File: config.mk
export PLATFORM = sky130hd
export DESIGN_NAME = issue_seq
export DESIGN_NICKNAME = d
export VERILOG_FILES = /design/src/rtl/isq_pkg.sv /design/src/rtl/isq_profile.sv /design/src/rtl/isq_penalty.sv /design/src/rtl/isq_count.sv /design/src/rtl/issue_seq.sv
export SDC_FILE = /design/constraint.sdc
export NUM_CORES = 1
export LEC_CHECK = 0
export ABC_AREA = 1
export BUFFER_PORTS_ARGS = -buffer_cell sky130_fd_sc_hd__buf_2
export CAP_MARGIN = 5
export CORE_MARGIN = 2
export CORE_UTILIZATION = 30
export CTS_CLUSTER_SIZE = 8
export DETAILED_ROUTE_END_ITERATION = 16
export PLACE_DENSITY = 0.56
export SLEW_MARGIN = 15
export SYNTH_ARGS = -nofsm -noshare
export SYNTH_HDL_FRONTEND = slang
export SYNTH_SLANG_ARGS = --single-unit
export TNS_END_PERCENT = 10
File: constraint.sdc
create_clock -name clk -period 2.2 [get_ports clk]
set_clock_uncertainty 0.05 [all_clocks]
set_input_delay 0.11 -clock clk [delete_from_list [all_inputs] [get_ports clk]]
set_output_delay 0.11 -clock clk [all_outputs]
set_load 0.1 [all_outputs]
File: src/rtl/isq_pkg.sv
package isq_pkg;

  typedef enum logic [2:0] {
    CLS_PLAIN  = 3'd0,
    CLS_BRREL  = 3'd1,
    CLS_JIND   = 3'd2,
    CLS_RET    = 3'd3,
    CLS_XRET   = 3'd4,
    CLS_TRAP   = 3'd5,
    CLS_SLEEP  = 3'd6,
    CLS_PLAIN2 = 3'd7
  } iclass_e;

  typedef enum logic [1:0] {
    PH_IDLE  = 2'd0,
    PH_HOLD  = 2'd1,
    PH_PEN   = 2'd2,
    PH_SLEEP = 2'd3
  } phase_e;

endpackage

File: src/rtl/isq_profile.sv
module isq_profile
  import isq_pkg::*;
#(
  parameter int CNT_W      = 4,
  parameter int BR_ISSUE   = 1,
  parameter int BR_PEN     = 3,
  parameter int JMP_ISSUE  = 1,
  parameter int JMP_PEN    = 4,
  parameter int RET_ISSUE  = 1,
  parameter int RET_PEN    = 4,
  parameter int XRET_ISSUE = 4,
  parameter int XRET_PEN   = 2,
  parameter int TRAP_ISSUE = 8,
  parameter int TRAP_STALL = 5,
  parameter int TRAP_PEN   = 2,
  parameter int SLP_ISSUE  = 2
) (
  input  logic [2:0]       cls,
  output logic [CNT_W-1:0] hold_cyc,
  output logic [CNT_W-1:0] pen_max,
  output logic             reducible,
  output logic             branching,
  output logic             sleeping
);

  always_comb begin
    hold_cyc  = '0;
    pen_max   = '0;
    reducible = 1'b0;
    branching = 1'b0;
    sleeping  = 1'b0;
    case (iclass_e'(cls))
      CLS_BRREL: begin
        hold_cyc  = CNT_W'(BR_ISSUE - 1);
        pen_max   = CNT_W'(BR_PEN);
        reducible = 1'b1;
        branching = 1'b1;
      end
      CLS_JIND: begin
        hold_cyc  = CNT_W'(JMP_ISSUE - 1);
        pen_max   = CNT_W'(JMP_PEN);
        branching = 1'b1;
      end
      CLS_RET: begin
        hold_cyc  = CNT_W'(RET_ISSUE - 1);
        pen_max   = CNT_W'(RET_PEN);
        reducible = 1'b1;
        branching = 1'b1;
      end
      CLS_XRET: begin
        hold_cyc  = CNT_W'(XRET_ISSUE - 1);
        pen_max   = CNT_W'(XRET_PEN);
        branching = 1'b1;
      end
      CLS_TRAP: begin
        hold_cyc  = CNT_W'(TRAP_ISSUE - 1 + TRAP_STALL);
        pen_max   = CNT_W'(TRAP_PEN);
        branching = 1'b1;
      end
      CLS_SLEEP: begin
        hold_cyc = CNT_W'(SLP_ISSUE - 1);
        sleeping = 1'b1;
      end
      default: ;
    endcase
  end

endmodule

File: src/rtl/isq_penalty.sv
module isq_penalty #(
  parameter int CNT_W = 4,
  parameter int HIT_W = 2
) (
  input  logic [CNT_W-1:0] pen_max,
  input  logic [HIT_W-1:0] hits,
  input  logic             reducible,
  output logic [CNT_W-1:0] pen
);

  localparam int PAD = CNT_W - HIT_W;

  logic [CNT_W-1:0] hits_w;

  generate
    if (PAD > 0) begin : g_pad
      assign hits_w = {{PAD{1'b0}}, hits};
    end else begin : g_nopad
      assign hits_w = hits[CNT_W-1:0];
    end
  endgenerate

  always_comb begin
    if (!reducible)
      pen = pen_max;
    else if (pen_max > hits_w)
      pen = pen_max - hits_w;
    else
      pen = '0;
  end

endmodule

File: src/rtl/isq_count.sv
module isq_count #(
  parameter int CNT_W = 4
) (
  input  logic             clk,
  input  logic             rst,
  input  logic             load,
  input  logic [CNT_W-1:0] load_val,
  output logic             last
);

  logic [CNT_W-1:0] cnt_q;

  always_ff @(posedge clk) begin
    if (rst)
      cnt_q <= '0;
    else if (load)
      cnt_q <= load_val;
    else if (cnt_q != '0)
      cnt_q <= cnt_q - 1'b1;
  end

  assign last = (cnt_q == CNT_W'(1));

endmodule

File: src/rtl/issue_seq.sv
module issue_seq
  import isq_pkg::*;
#(
  parameter int HIT_W      = 2,
  parameter int BR_ISSUE   = 1,
  parameter int BR_PEN     = 3,
  parameter int JMP_ISSUE  = 1,
  parameter int JMP_PEN    = 4,
  parameter int RET_ISSUE  = 1,
  parameter int RET_PEN    = 4,
  parameter int XRET_ISSUE = 4,
  parameter int XRET_PEN   = 2,
  parameter int TRAP_ISSUE = 8,
  parameter int TRAP_STALL = 5,
  parameter int TRAP_PEN   = 2,
  parameter int SLP_ISSUE  = 2
) (
  input  logic             clk,
  input  logic             rst,
  input  logic             id_valid,
  output logic             id_ready,
  input  logic [2:0]       id_class,
  input  logic [HIT_W-1:0] pf_hits,
  input  logic             wake,
  output logic             id_hold,
  output logic             fetch_flush,
  output logic             redirect,
  output logic             tgt_enter,
  output logic             sleep_req,
  output logic             busy
);

  localparam int TRAP_HOLD = TRAP_ISSUE - 1 + TRAP_STALL;
  localparam int M1   = (BR_PEN > JMP_PEN) ? BR_PEN : JMP_PEN;
  localparam int M2   = (RET_PEN > XRET_PEN) ? RET_PEN : XRET_PEN;
  localparam int M3   = (TRAP_HOLD > TRAP_PEN) ? TRAP_HOLD : TRAP_PEN;
  localparam int M4   = (M1 > M2) ? M1 : M2;
  localparam int M5   = (M3 > M4) ? M3 : M4;
  localparam int M6   = (XRET_ISSUE > SLP_ISSUE) ? XRET_ISSUE : SLP_ISSUE;
  localparam int MAXC = (M5 > M6) ? M5 : M6;
  localparam int CW0  = $clog2(MAXC + 1);
  localparam int CNT_W = (CW0 > HIT_W) ? CW0 : HIT_W;

  phase_e           phase_q, phase_n;
  logic [CNT_W-1:0] hold_cyc, pen_max, pen_calc;
  logic             reducible, branching, sleeping;
  logic [CNT_W-1:0] pen_q, pen_n;
  logic             brn_q, brn_n, slp_q, slp_n;
  logic             redir_q, redir_n, tgt_q, tgt_n;
  logic             cnt_load, cnt_last;
  logic [CNT_W-1:0] cnt_val;
  logic             accept;

  logic [CNT_W-1:0] sel_pen;
  logic             sel_brn, sel_slp;

  isq_profile #(
    .CNT_W(CNT_W), .BR_ISSUE(BR_ISSUE), .BR_PEN(BR_PEN),
    .JMP_ISSUE(JMP_ISSUE), .JMP_PEN(JMP_PEN),
    .RET_ISSUE(RET_ISSUE), .RET_PEN(RET_PEN),
    .XRET_ISSUE(XRET_ISSUE), .XRET_PEN(XRET_PEN),
    .TRAP_ISSUE(TRAP_ISSUE), .TRAP_STALL(TRAP_STALL), .TRAP_PEN(TRAP_PEN),
    .SLP_ISSUE(SLP_ISSUE)
  ) u_prof (
    .cls       (id_class),
    .hold_cyc  (hold_cyc),
    .pen_max   (pen_max),
    .reducible (reducible),
    .branching (branching),
    .sleeping  (sleeping)
  );

  isq_penalty #(.CNT_W(CNT_W), .HIT_W(HIT_W)) u_pen (
    .pen_max   (pen_max),
    .hits      (pf_hits),
    .reducible (reducible),
    .pen       (pen_calc)
  );

  isq_count #(.CNT_W(CNT_W)) u_cnt (
    .clk      (clk),
    .rst      (rst),
    .load     (cnt_load),
    .load_val (cnt_val),
    .last     (cnt_last)
  );

  assign accept = id_valid && (phase_q == PH_IDLE);

  // Post-hold choice uses fresh profile on acceptance, stored one later
  assign sel_pen = (phase_q == PH_IDLE) ? pen_calc  : pen_q;
  assign sel_brn = (phase_q == PH_IDLE) ? branching : brn_q;
  assign sel_slp = (phase_q == PH_IDLE) ? sleeping  : slp_q;

  always_comb begin
    phase_n  = phase_q;
    pen_n    = pen_q;
    brn_n    = brn_q;
    slp_n    = slp_q;
    cnt_load = 1'b0;
    cnt_val  = '0;
    redir_n  = 1'b0;
    tgt_n    = 1'b0;
    case (phase_q)
      PH_IDLE: begin
        if (accept) begin
          pen_n = pen_calc;
          brn_n = branching;
          slp_n = sleeping;
          if (hold_cyc != '0) begin
            phase_n  = PH_HOLD;
            cnt_load = 1'b1;
            cnt_val  = hold_cyc;
          end
        end
      end
      PH_PEN: begin
        if (cnt_last) begin
          phase_n = PH_IDLE;
          tgt_n   = 1'b1;
        end
      end
      PH_SLEEP: begin
        if (wake)
          phase_n = PH_IDLE;
      end
      default: ;
    endcase

    // Leaving the issue phase: shared by zero-hold acceptance and hold end
    if ((accept && hold_cyc == '0) || (phase_q == PH_HOLD && cnt_last)) begin
      if (sel_slp) begin
        phase_n = PH_SLEEP;
      end else if (sel_pen != '0) begin
        phase_n  = PH_PEN;
        cnt_load = 1'b1;
        cnt_val  = sel_pen;
        redir_n  = sel_brn;
      end else begin
        phase_n = PH_IDLE;
        redir_n = sel_brn;
        tgt_n   = sel_brn;
      end
    end
  end

  always_ff @(posedge clk) begin
    if (rst) begin
      phase_q <= PH_IDLE;
      pen_q   <= '0;
      brn_q   <= 1'b0;
      slp_q   <= 1'b0;
      redir_q <= 1'b0;
      tgt_q   <= 1'b0;
    end else begin
      phase_q <= phase_n;
      pen_q   <= pen_n;
      brn_q   <= brn_n;
      slp_q   <= slp_n;
      redir_q <= redir_n;
      tgt_q   <= tgt_n;
    end
  end

  assign id_ready    = (phase_q == PH_IDLE);
  assign busy        = (phase_q != PH_IDLE);
  assign id_hold     = (phase_q == PH_HOLD);
  assign fetch_flush = (phase_q == PH_PEN);
  assign sleep_req   = (phase_q == PH_SLEEP);
  assign redirect    = redir_q;
  assign tgt_enter   = tgt_q;

endmodule

### Word level (Yosys, flattened, before mapping)

Index checks and enable logic that the tools add are counted.

* latch bits: 0
* bits in read-only memories: 0
* register bits after elaboration: 14
* memory bits (writable): 0
* logic and storage cells: 81
* memories kept: 0

* shift operators: 0
* bitwise gates (word level): 1
* reductions and logical operators: 19
* order comparisons: 1
* $add $sub $neg: 2
* multipliers: 0
* multiplexer cells: 37
* divide/modulo/power cells: 0
* equal/unequal tests: 14

Operators by type and width (count)
* 4-bit 2-to-1 mux: 11
* 1-bit 2-to-1 mux: 16
* 4-bit nonzero test: 4
* 2-bit 2-to-1 mux: 7
* 4-bit one-hot mux with 3 select lines: 1
* 3-bit == test (second input constant): 3
* 3-bit by 1-bit inequality test with 1-bit output (second input constant): 3
* 3-bit one-hot mux with 3 select lines: 1
* 3-bit by 2-bit == test with 1-bit output (second input constant): 2
* 2-bit one-hot mux with 3 select lines: 1
* 2-bit OR reduction: 3
* 5-bit AND reduction: 1
* 5-bit OR reduction: 1
* 2-bit == test (second input constant): 2
* 4-bit by 1-bit == test with 1-bit output (second input constant): 1
* 4-bit zero test: 1
* 2-bit nonzero test: 2
* 3-bit by 2-bit subtractor with 4-bit output: 1
* 4-bit by 1-bit subtractor with 4-bit output (second input constant): 1
* 3-bit by 1-bit == test with 1-bit output (second input constant): 1
* 3-bit by 2-bit > comparator with 1-bit output: 1
* 1-bit logical AND: 3
* 3-bit by 2-bit inequality test with 1-bit output (second input constant): 1
* 3-bit OR reduction: 1
* 5 further kinds: 5

### Logic depth before layout (Yosys ltp)

Gate-level depths: netlist (run 1).

* depth after elaboration: 12
* gate-level depth with buffers: 20
* gate-level depth less buffers: 20

### By module

From an unflattened synthesis (run 1), not the netlist that was laid out.

* cell total of the unflattened synthesis: 213
* area, all modules: 1296.2 um2

Modules (own cells, without submodules)
* issue_seq: cells an instance 121, seq. area each 200.2 um2, area an instance 754.5 um2, times used 1
* isq_count: cells an instance 41, seq. area each 80.1 um2, area an instance 276.5 um2, times used 1
* isq_penalty: cells an instance 33, seq. area each 0.0 um2, area an instance 181.4 um2, times used 1
* isq_profile: cells an instance 18, seq. area each 0.0 um2, area an instance 83.8 um2, times used 1

### Worst setup path before layout (run 1)

No wires, ideal clock.

* path kind: flip-flop to flip-flop
* start point: register phase_q[1]
* end point: register phase_q[0]
* period minus slack after synthesis: 2.456 ns
* buffers on the path: 0
* setup slack: -0.256 ns
* setup time: 0.086 ns
* arrival time: 2.321 ns
* cell stages (with the launch flop): 7
* cells stage by stage: dfxtp_1 -> inv_1 -> nor2_1 -> nand2_1 -> a31oi_1 -> a21oi_1 -> a211oi_1

* elaborated cells between the ends (all ways): 18
* those cells by class: eq/ne: 7; mux: 4; reduce/logical: 7

RTL lines
* from (decl): RTL line issue_seq.sv:44 `phase_e phase_q, phase_n;`
* from (signal assigned): RTL line issue_seq.sv:156 `phase_q <= phase_n;`
* 2-bit == test *
* net fetch_flush: RTL line issue_seq.sv:26 `output logic fetch_flush,`
* 3-bit by 1-bit inequality test with 1-bit output (no source line) (tied with other cells)
* 5-bit AND reduction (no source line) / 2-bit 2-to-1 mux (equally long branches)

The timed path passes the listed nets; every way through them passes the cells marked *.
A chain may end at the register's enable or synchronous reset.

### Worst setup path after layout (run 1)

* start point: input port id_class[2]
* end point: register u_cnt.cnt_q[1]

* word-level cells in the longest chain between the ends: 12
* elaborated cells between the ends (all ways): 38
* those cells by class: add/sub: 1; order compare: 1; eq/ne: 6; mux: 21; reduce/logical: 9

Ends and longest elaborated chain
* from (decl): RTL line issue_seq.sv:22 `input logic [2:0] id_class,`
* 3-bit == test / 3-bit by 2-bit == test with 1-bit output (equally long branches): RTL line isq_profile.sv:32 `case (iclass_e'(cls))`
* 2-bit OR reduction (no source line)
* 3-bit one-hot mux with 3 select lines: RTL line isq_profile.sv:32
* 3-bit by 2-bit subtractor with 4-bit output / 3-bit by 2-bit > comparator with 1-bit output (equally long branches): RTL line isq_penalty.sv:27, isq_penalty.sv:26
* 4-bit 2-to-1 mux: RTL line isq_penalty.sv:26 `else if (pen_max > hits_w)`
* 4-bit 2-to-1 mux: RTL line isq_penalty.sv:24 `if (!reducible)`
* 4-bit 2-to-1 mux: RTL line issue_seq.sv:91 `assign sel_pen = (phase_q == PH_IDLE) ? pen_calc : pen_q;`
* 4-bit nonzero test: RTL line issue_seq.sv:134 `end else if (sel_pen != '0) begin`
* 4-bit 2-to-1 mux / 1-bit 2-to-1 mux (equally long branches): RTL line issue_seq.sv:134
* 4-bit 2-to-1 mux / 1-bit 2-to-1 mux (equally long branches): RTL line issue_seq.sv:132 `if (sel_slp) begin`
* 4-bit 2-to-1 mux / 1-bit 2-to-1 mux (equally long branches): RTL line issue_seq.sv:131 `if ((accept && hold_cyc == '0) || (phase_q == PH_HOLD && cnt_last)) begin`
* 4-bit 2-to-1 mux / 2-bit nonzero test (equally long branches)
* to (signal assigned): RTL line isq_count.sv:17 `cnt_q <= load_val;`
* to (signal assigned): RTL line isq_count.sv:19 `cnt_q <= cnt_q - 1'b1;`
* to (decl): RTL line isq_count.sv:11 `logic [CNT_W-1:0] cnt_q;`

Several ways; a longest one is shown, not always the timed one.

==> results of run 1 <==
-- Yosys cell counts --
cell	number	area, um2
nor2_1	16	60.1
nand2_1	34	128
nand3b_1	2	15.0
nor2_2	1	6.26
a21oi_2	2	17.5
a211oi_1	1	7.51
a21boi_4	1	18.8
nor3_1	2	10.0
or2_2	1	6.26
nand2_2	5	31.3
inv_1	21	78.8
inv_4	1	6.26
or2_1	2	12.5
xor2_1	3	26.3
dfxtp_1	14	280
o21ai_2	3	26.3
o211ai_1	1	7.51
a21oi_1	9	45.0
nand3_1	9	45.0
nand4_1	1	6.26
buf_6	1	11.3
inv_2	1	3.75
nand3_4	1	17.5
fa_1	1	20.0
clkinv_1	1	3.75
nor2_4	2	22.5
ha_1	5	62.6
a31oi_1	2	12.5
o21ai_0	6	30.0
a21boi_0	1	7.51
nand3_2	1	10.0
o22ai_2	1	12.5
o21ai_1	1	5.00
-- flip-flops by register name (all words and copies together), names as in the netlist --
name         flops
pen_q            4
phase_q          2
brn_q            1
redirect         1
u_cnt.cnt_q      4
tgt_enter        1
slp_q            1
-- stage by stage --
step	hold slack, ns	utilization
finish	0.135	0.373
global route	0.167	0.373
CTS	0.132	0.373
detailed placement	0.315	0.359
global placement	0.311	0.359
floorplan	0.122	-
-- kinds of logic after synthesis --
logic type / count (synthesis)
simple gates: 77
buf+inv: 25
xor+xnor: 3
flops: 14
compound gates: 28
fa+ha+maj: 6
-- power groups by stage --
stage / clock (uW) / sequential (uW) / combinational (uW)
3_5_place_dp: 0 / 386 / 1200
4_1_cts: 202 / 380 / 1210
5_1_grt: 211 / 388 / 1340
6_report: 196 / 379 / 1200
2_1_floorplan: 0 / 406 / 999
3_3_place_gp: 0 / 384 / 1190
-- worst max-delay path by stage --
| stage | startpoint | endpoint | slack (ns) | depth (start not counted) |
|---|---|---|---|---|
| floorplan | id_class[1] | u_cnt.cnt_q[1] | 0.24 | 18 |
| global placement | id_class[1] | u_cnt.cnt_q[1] | 0.04 | 20 |
| detailed placement | id_class[1] | u_cnt.cnt_q[1] | -0.01 | 20 |
| CTS | id_class[1] | u_cnt.cnt_q[1] | 0.31 | 20 |
| global route | id_class[1] | u_cnt.cnt_q[1] | 0.03 | 20 |
| finish | id_class[2] | u_cnt.cnt_q[1] | 0.31 | 17 |
-- critical path, cell delays in order --
cell	delay [ns]
buf_2	0.12
inv_1	0.08
nand3_1	0.13
ha_1	0.24
fa_1	0.38
inv_1	0.06
nand2_1	0.05
nand2_1	0.12
nand3_1	0.13
nand2_1	0.08
nand2_1	0.11
nand3_4	0.12
nand2_2	0.08
nand3b_1	0.08
nand2_1	0.05
nand2_1	0.06
nand2_1	0.04
-- area by class of cell --
class                      instances  area, um2  share of cell area
clock buffer                       4       36.3              0.0289
inverter                          24       92.6              0.0739
multi-input combinational        114        672               0.536
tap                               46       57.6              0.0459
timing repair buffer              20        115              0.0918
sequential                        14        280               0.224
-- metal layers --
metal	global-route usage	vias up	share of wire
met5	0	-	0
met4	0.0734	0	0.027
met3	0.0214	5	0.035
met2	0.230	19	0.47
met1	0.157	461	0.47
li1	-	536	-
-- timing repair --
action	CTS	global route
gates resized for setup	0	0
hold buffers	1	0
hold endpoints to repair	1	0
buffers inserted	0	0
==> summary.md, run 1 <==
| Metric | Value |
|---|---|
| HP Class | in2reg |
| TNS Setup | 0 ns |
| Pint | between 700 and 800 uW |
| Tightest Pin Transition | just under 0.5 ns |
| Seq/Total Area, Yosys | 0.266 |
| Critical Path AT | 2.05 ns |
| Worst-case clock buffer depth | 2 |
| Reg2Reg Depth | 8 |
| Startpoint Class | input pin |
| Inserted Diodes | 0 |
| Reg clk slew, reported paths | ~0.09 ns |
| Gr ovfl total | 0 |
| Cells after Synth | 153 |
| Final hold vios | 0 |
| Total chip power | 1780 uW |
| Fin worst setup slack | 0.309 ns |
| Drt initial violations | 73 |
| Mux share of post-synthesis cell area | 0 |
| Post-Syn Area per Cell | 6.89 um2 |
| Die width | 63.3 um |
| Final min period | 1.89 ns |
| Status | completed |
| Share of layout cells above drive strength 1 | 0.250 |
| Most common cell after layout, fill and taps aside | nand2_1 |
| Standard-cell rows | 21 |
| Post-synthesis instance area | 1050 um2 |
| Vias per cell | 4.60 |
| CP required | about 2.4 ns |
| Slew margin rel. | 0.678 |
| Clock Sinks | 14 |
| Pwr Density | ~1400 nW/um2 |
| NetSw | just over 1000 uW |
| Fillcell total | 379 |
| Largest net degree at the start of global routing | 12 |
| DRT Wirelength | between 2000 and 2500 um |
| Synth Area in Simple Gates | 0.352 |
| Reg-to-reg setup timing slack | 0.37 ns |
| H-Tree Depth | 1 |
| Critical R2R Launch | phase_q[0] |
| Synth Area in Compound Gates | 0.181 |
| TritonCTS clock tree | yes |
| Post-synth cell types | 33 |
| Syn nets | 168 |
| Final Cell Area | 1250 um2 |
| Worst hold stages | 4 |
| Switching power share of the total | 0.568 |
| FF-to-FF End | u_cnt.cnt_q[0] |
| HP Start | id_valid |
| Comb power frac | 0.676 |
| Xor/xnor share of the synthesized area | 0.0249 |
| Worst VDD drop | 649 uV |
| Slew Viols, Final | 0 |
| Clock share of power | 0.111 |
| Sequential power share | 0.213 |
| Syn. warnings | 0 |
| Most frequent cells in the layout | nand2_1 (34), inv_1 (21), nor2_1 (15), buf_2 (15), dfxtp_1 (14) |
| Fmax | 529 MHz |
| Worst slack, placed | -0.0131 ns |
| Largest family of logic cells by synthesized area | simple AND/OR/NAND/NOR gates |
| Core area | 3360 um2 |
| Post-synthesis adder-cell area fraction | 0.0784 |
| Max FO, Critical Path | 4 |
| Post-DP HPWL | 1870 um |
| First-pass GRT wire length | ~4200 um |
| Final nets | 192 |
| Via count | between 1000 and 1500 |
| Num CTS Buffers | 3 |
| Overall Global Routing Usage | 0.133 |
| Die ar. | 4000 um2 |
| Crit end category | flip-flop |
| Pre-antenna DRT Iters | 4 |
| Io pins | 16 |
| Routed Antenna Nets | 0 |
| DRC viols | 0 |
| RSZ-0062 raised after global routing | false |
| Leak pwr | around 0.00064 uW |
| Worst Hold End | slp_q |
| Crit path kind | in2reg |
| Initial antenna violation count | 0 |
| I/O Buffers | 15 |
| Placed cell count | ~220 |
| Gpl congestion | 0.785 |
| Final worst-path cycle share | 0.860 |
| Final setup viols | 0 |
| Vias in the first global route | roughly 1000 |
| Die Y | 63.3 um |
| Final Non-Filler Cells | 222 |
| Max_cap viols | 0 |
| Initial core utilization | 0.313 |
| Dpl cell area | approximately 1200 um2 |
| Clk_lat worst skew | 0.30 ns |
| Synthesis-stage register bit count | 14 |
| Drt wl/cell | roughly 10 um |
| Root Driver | clkbuf_4 |
| Area Overhead vs Synth | 19.0% |
Note: power is estimated with default switching activity, not from simulation.
==> run 2, diff against run 1 <==
==> constraint.sdc (replaced) <==
create_clock -name clk -period 2.2 [get_ports clk]
set_clock_uncertainty 0.05 [all_clocks]
set_input_delay 0.44 -clock clk [delete_from_list [all_inputs] [get_ports clk]]
set_output_delay 0.44 -clock clk [all_outputs]
set_load 0.1 [all_outputs]
==> run 2 against run 1 <==
Against the previous run: combinational power up 8%; core utilization up 5.6 points; fmax down 10%; via count up 6.3%; worst hold slack better by 0.19 ns; non-clock buffer count up 13; largest cell class unchanged; largest power group unchanged.
==> summary.md, run 2 (synthesis results as in run 1) <==
| Metric | Value |
|---|---|
| Slew Viols, Final | 0 |
| Max FO, Critical Path | 4 |
| Drt initial violations | 32 |
| Final nets | 205 |
| Leak pwr | roughly 0.00071 uW |
| H-Tree Depth | 1 |
| Root Driver | clkbuf_4 |
| Initial antenna violation count | 0 |
| Final Core Density | 0.429 |
| Pre-antenna DRT Iters | 4 |
| Io pins | 16 |
| CP required | about 2.3 ns |
| Largest net degree at the start of global routing | 12 |
| HP Class | in2reg |
| Most frequent cells in the layout | nand2_1 (28), buf_4 (18), inv_1 (16), nor2_1 (15) |
| Vias in the first global route | 1053 |
| I/O Buffers | 15 |
| Met2 GRT Util | 0.233 |
| Final worst-path cycle share | 0.958 |
| Global routing's busiest layer | met2 |
| Inserted Diodes | 0 |
| Tightest Pin Transition | 0.484 ns |
| Vias per cell | around 4.6 |
| Slew margin rel. | 0.680 |
| Initial core utilization | 0.313 |
| Biggest regs | pen_q x4, u_cnt.cnt_q x4, phase_q x2 |
| Worst-case clock buffer depth | 2 |
| Num CTS Buffers | 3 |
| Final min period | between 2 and 2.5 ns |
| Most used cell, CP | nand2_2 |
| Max_cap viols | 0 |
| CP peak stage delay | 0.53 ns |
| Die width | 63.3 um |
| Clock Sinks | 14 |
| Standard-cell rows | 21 |
| Drt wl/cell | 10.7 um |
| First-pass GRT wire length | about 4300 um |
| Share of layout cells above drive strength 1 | 0.413 |
| DRT Wirelength | 2510 um |
| Most common cell after layout, fill and taps aside | nand2_1 |
| Crit end category | flip-flop |
| Crit path kind | in2reg |
| Reg clk slew, reported paths | 0.09 ns |
| Hold buffers post-CTS | 0 |
| Grt met3 use | 0.0429 |
| Core area | 3360 um2 |
| Status | completed |
| GR Layer Usage met1 | 0.157 |
| Post-DP HPWL | 1920 um |
| Die ar. | 4000 um2 |
| Via count | 1085 |
| TritonCTS clock tree | yes |
| Final setup viols | 0 |
| Startpoint Class | input pin |
| Worst path slowest cell | fa_2 |
| Hold_ws | between 0.3 and 0.4 ns |
| Pwr Density | 1300 nW/um2 |
| Die Y | about 63 um |
| Routed Antenna Nets | 0 |
| Gr ovfl total | 0 |
| Area Overhead vs Synth | 36.9% |
| Clk_lat worst skew | 0.28 ns |
| Overall Global Routing Usage | 0.132 |
| CP cell instances | buf_2, inv_2, nand3_4, ha_4, fa_2, nor2_1, nand2_2, nand3_2, nand2_2, nand3_4, nand2_4, nand3_2, nand2_2, buf_4, a21oi_2 |
| Worst VDD drop | 855 uV |
| Final hold vios | 0 |
| Gpl congestion | 0.769 |
| DRC viols | 0 |
| Fmax | approximately 470 MHz |
| Critical Path AT | 2.24 ns |
==> run 2: cell types whose count changed in the layout (fill, tap and decap cells not counted), sizes merged <==
cell,delta
dlygate4sd3,-1
buf,+14
==> run 2: worst max-delay path, delay by kind of cell <==
kind	cells	cell delay, ns
buf+inv	3	0.33
compound gates	1	0.02
fa+ha+maj	2	0.70
simple gates	9	0.75
==> run 2: what timing repair did <==
item	in CTS	in global routing
resized for setup	0	26
buffers inserted	0	5
setup endpoints to repair	0	6
==> run 2: metrics by stage <==
stage	total power (uW)	instances	setup slack, ns	TNS (ns)	instance area [um2]
CTS	1810	230	0.00467	0	1310
global placement	1590	226	-0.262	-1.27	1270
detailed placement	1610	226	-0.311	-1.44	1270
global route	2040	235	-0.0164	-0.0254	1440
finish	1870	235	0.0922	0	1440
floorplan	1400	153	-0.0903	-0.187	1060
==> run 2: metal layers <==
metal,share of wire,vias up
li1,-,568
met1,0.45,502
met2,0.51,13
met3,0.028,2
met4,0.0072,0
met5,0,-
==> run 2: area by class of cell <==
type | instances | area (um2)
clock buffer | 4 | 36.3
fill | 367 | 1920
inverter | 24 | 95.1
multi-input combinational | 114 | 757
sequential | 14 | 280
tap | 46 | 57.6
timing repair buffer | 33 | 216
==> run 2: power by group <==
| part | switching, uW | leakage, uW | internal (uW) | total, uW |
|---|---|---|---|---|
| Combinational | 899 | 0.000576 | 401 | 1300 |
| Clock | 88.5 | 0.0000210 | 101 | 189 |
| Sequential | 55.4 | 0.000115 | 325 | 380 |
==> run 2: final timing paths <==
check	startpoint	end	slack (ns)	depth (start not counted)
worst min-delay path	rst	u_cnt.cnt_q[0]	0.33	2
worst max-delay path	id_class[2]	u_cnt.cnt_q[2]	0.09	15
worst max register to register	phase_q[0]	u_cnt.cnt_q[2]	0.34	11
worst min register to register	slp_q	slp_q	0.44	2
